File: src/rtl/sdr10_pkg.sv
package sdr10_pkg;
    localparam int BCD_W   = 4;
    localparam int MAG_N   = 5;
    localparam int WORD_W  = MAG_N + 1;
    localparam int SIGN_B  = MAG_N;
    localparam logic [BCD_W-1:0] SPLIT = 4'd5;
    localparam logic [BCD_W-1:0] RADIX = 4'd10;

    typedef logic [BCD_W-1:0]  bcd_t;
    typedef logic [WORD_W-1:0] sel_word_t;
    typedef logic [BCD_W-1:0]  mag_t;
endpackage

File: src/rtl/sdr10_xfer.sv
module sdr10_xfer
    import sdr10_pkg::*;
(
    input  bcd_t digit_i,
    output logic xfer_o
);
    // A digit in the upper half is rewritten as digit-10 and carries one upward.
    always_comb begin
        xfer_o = (digit_i >= SPLIT);
    end
endmodule

File: src/rtl/sdr10_onehot.sv
module sdr10_onehot
    import sdr10_pkg::*;
(
    input  mag_t             mag_i,
    output logic [MAG_N-1:0] hot_o
);
    for (genvar j = 1; j <= MAG_N; j++) begin : g_line
        localparam mag_t LEVEL = mag_t'(j);
        assign hot_o[j-1] = (mag_i == LEVEL);
    end
endmodule

File: src/rtl/sdr10_digit.sv
module sdr10_digit
    import sdr10_pkg::*;
(
    input  bcd_t      digit_i,
    input  logic      xin_i,
    output sel_word_t word_o,
    output logic      xout_o
);
    logic             xout;
    mag_t             up_mag;
    mag_t             down_mag;
    mag_t             mag;
    logic [MAG_N-1:0] hot;

    sdr10_xfer u_xfer (
        .digit_i (digit_i),
        .xfer_o  (xout)
    );

    always_comb begin
        up_mag   = digit_i + mag_t'(xin_i);
        down_mag = RADIX - digit_i - mag_t'(xin_i);
        mag      = xout ? down_mag : up_mag;
    end

    sdr10_onehot u_hot (
        .mag_i (mag),
        .hot_o (hot)
    );

    always_comb begin
        word_o[MAG_N-1:0] = hot;
        word_o[SIGN_B]    = xout & (|hot);
        xout_o            = xout;
    end
endmodule

File: src/rtl/sdr10_recoder.sv
module sdr10_recoder
    import sdr10_pkg::*;
#(
    parameter int DIGITS = 16
) (
    input  logic [BCD_W*DIGITS-1:0]      bcd_i,
    output logic [WORD_W*(DIGITS+1)-1:0] sel_o
);
    localparam int TOP = DIGITS;

    logic [DIGITS:0] xfer;

    assign xfer[0] = 1'b0;

    for (genvar k = 0; k < DIGITS; k++) begin : g_dig
        sdr10_digit u_dig (
            .digit_i (bcd_i[BCD_W*k +: BCD_W]),
            .xin_i   (xfer[k]),
            .word_o  (sel_o[WORD_W*k +: WORD_W]),
            .xout_o  (xfer[k+1])
        );
    end

    // The top position only ever holds the final carry: +1 or nothing.
    assign sel_o[WORD_W*TOP +: WORD_W] = {1'b0, {(MAG_N-1){1'b0}}, xfer[DIGITS]};
endmodule

File: config.mk
export PLATFORM = sky130hd
export DESIGN_NAME = sdr10_recoder
export DESIGN_NICKNAME = d
export VERILOG_FILES = /design/src/rtl/sdr10_pkg.sv /design/src/rtl/sdr10_xfer.sv /design/src/rtl/sdr10_onehot.sv /design/src/rtl/sdr10_digit.sv /design/src/rtl/sdr10_recoder.sv
export SDC_FILE = /design/constraint.sdc
export NUM_CORES = 1
export LEC_CHECK = 0
export BUFFER_PORTS_ARGS = -buffer_cell sky130_fd_sc_hd__buf_2
export CAP_MARGIN = 25
export CORE_AREA = 2 2 139 87
export DETAILED_ROUTE_END_ITERATION = 10
export DIE_AREA = 0 0 141 89
export PLACE_DENSITY = 0.65
export SLEW_MARGIN = 20
export SYNTH_ARGS = -nofsm -noshare
export SYNTH_HDL_FRONTEND = slang
export SYNTH_SLANG_ARGS = --single-unit
File: constraint.sdc
create_clock -name vclk -period 3.2
set_clock_uncertainty 0.1 [all_clocks]
set_input_delay 0.32 -clock vclk [all_inputs]
set_output_delay 0.32 -clock vclk [all_outputs]
set_load 0.05 [all_outputs]
==> summary.md <==
| Metric | Value |
|---|---|
| Max-Slew Margin vs Limit | between 60% and 70% |
| Sequential area share after synthesis | 0% |
| WHS | roughly 1.0 ns |
| Cell variety after synth | 65 |
| Internal power | about 0.51 mW |
| Post-DP HPWL | around 12 mm |
| Worst Hold Path Cells | 3 |
| Critical Path Start Type | input port |
| Max_cap viols | 0 |
| Layout Cells excl Fill | about 940 |
| Routed length on met3 | ~500 um |
| Initial antenna violation count | 0 |
| Most common cell after layout, fill and taps aside | buf_2 |
| Fin worst setup slack | 0.112 ns |
| Worst Tran Pin Value | 0.579 ns |
| Inst Count DP | 935 |
| Final period util | 96.5% |
| Height of the die | around 89 um |
| Max layer used | met4 |
| Worst path depth | 11 |
| Buffers on Ports | about 160 |
| Number of clock buffers in the layout | 0 |
| Switching Share | 65.0% |
| Synth-to-Final Area Change | 44.7% |
| Initial Utilization | roughly 39% |
| FP Rows | 30 |
| Drt via density | 5.56 |
| Commonest non-fill, non-tap cells in the layout | 135 x buf_2, 76 x ha_1, 64 x inv_1 |
| Final Max Slew Viols | 0 |
| Seq Cell Count | 0 |
| First-pass GRT wire length | around 22 mm |
| Fin util | a little under three fifths |
| Syn_area_per_cell | 7.40 um2 |
| Worst VDD drop | 121 uV |
| I/O pins | ~170 |
| Power Dens Cells | 228 mW/mm2 |
| Crit-path slowest cell | fa_1 |
| Wl on met1 | approximately 6.3 mm |
| Drt first pass iters | 7 |
| Post-route ant nets | 0 |
| Post-Syn Area | 0.00439 mm2 |
| WL per Instance | roughly 14 um |
| Reg area | 0 um2 |
| Via count | between 5000 and 6000 |
| Sequential share of power | 0% |
| Crit end category | primary output |
| Gr usage total | between 20 and 25% |
| Starting DRT DRC Count | 235 |
| Warnings, synthesis | 0 |
| Combinational power share | 100.0% |
| Leakage | 3.19 nW |
| Placement Setup Slack | -0.143 ns |
| Setup Viol. Count Final | 0 |
| Core region area | 0.0111 mm2 |
| DP Area | 0.00614 mm2 |
| Hold Path Class | input port to primary output |
| DRC errors left | 0 |
| Post-route cell area | 0.00635 mm2 |
| CP Cell Sequence | buf_2 > o21ai_1 > nand2b_2 > clkinv_1 > ha_1 > ha_1 > fa_1 > a22o_1 > or2_2 > nor3_2 > buf_2 |
| Pwr Total | 1.45 mW |
| Fill count | 1000 |
| CP bufs+invs | 3 |
| Layout cells sized above 1 | about two fifths |
| Cell family with most CP delay | adder cells |
| Die width | between 100 and 150 um |
| Die footprint | 0.0125 mm2 |
| Critical Path Max Stage Delay | 0.46 ns |
| Worst path required time | between 2 and 3 ns |
| Status | completed |
| Final WL | 13.4 mm |
| Clock Power Share | 0% |
| Critical path arrival | about 2.7 ns |
| Vias in the first global route | approximately 4900 |
| Met2 wire length | roughly 6.5 mm |
| Critical path class | input port to primary output |
| Nets | about 950 |
| Final Wtd Congestion | 0.862 |
| Largest net degree at the start of global routing | 10 |
| Ant diodes | 0 |
| CP max FO | 6 |
| Grt ovf | 0 |
| Syn Inst Count | 593 |
| Post-Route Setup TNS | 0 ns |
| Hold_buf cts | 0 |
| Switching power | around 0.94 mW |
| Hold Fails Final Rpt | 0 |
| F_max | ~320 MHz |
| Fin crit period | about 3.1 ns |
-- metal layers --
layer | up-vias | global-route usage [%]
met5 | - | 0
met4 | 0 | 1.55
met3 | 10 | 0.750
met2 | 132 | 38.2
met1 | 2473 | 27.5
li1 | 2592 | -
-- logic make-up after synthesis --
logic type / Yosys count / synth area share [%]
other: 1 / 0.0855
buffers and inverters: 86 / 8.64
XOR/XNOR: 4 / 0.799
AO/OA/AOI/OAI: 178 / 29.0
adder cells (fa/ha/maj): 94 / 29.4
AND/OR/NAND/NOR: 225 / 30.9
multiplexers: 5 / 1.17
-- final timing paths --
check,slack [ns],to,start
min,1.05,sel_o[0],bcd_i[2]
max,0.11,sel_o[30],bcd_i[18]
-- power groups by stage --
stage / clock (mW) / combinational [mW] / sequential (mW)
global route: 0 / 1.56 / 0
detailed placement: 0 / 1.39 / 0
floorplan: 0 / 1.04 / 0
global placement: 0 / 1.34 / 0
finish: 0 / 1.45 / 0
CTS: 0 / 1.40 / 0
-- cell type report --
cell class / instances / area [um2] / area share (%)
tap: 144 / 180 / 2.84
multi-input combinational: 511 / 4630 / 72.9
timing repair buffer: 214 / 1280 / 20.2
inverter: 67 / 254 / 4.00
-- Yosys cell counts, drive strengths merged (3+ instances only) --
master / count / share of area, %
and3b: 3 / 0.60
nand2b: 27 / 3.9
and3: 4 / 0.57
o211a: 19 / 4.3
a22o: 9 / 1.8
buf: 17 / 2.7
or4: 9 / 1.6
inv: 65 / 5.6
nor3b: 12 / 2.1
or3: 4 / 0.57
or2: 14 / 2.0
nor2b: 4 / 0.57
nor4: 16 / 2.4
o21a: 14 / 2.4
ha: 79 / 23
a211oi: 16 / 2.7
mux2i: 4 / 0.91
nor2: 44 / 3.8
nand2: 25 / 2.1
o221a: 3 / 0.77
fa: 15 / 6.8
o21ai: 50 / 5.7
nor3: 34 / 3.9
and2: 4 / 0.57
nor4b: 13 / 3.7
o211ai: 23 / 3.9
a21oi: 19 / 2.4
a21bo: 7 / 1.6
-- what timing repair did --
item / CTS / global route
setup buffers: 0 / 1
endpoints found under the setup margin: 14 / 63
pin swaps: 0 / 9
gates resized for setup: 6 / 74
-- tightest hold or removal path, cell delays in order --
cell and delay, ns:
buf_2 0.20, a211oi_1 0.10, buf_2 0.21
No activity file was read; power rests on OpenSTA's default activity.
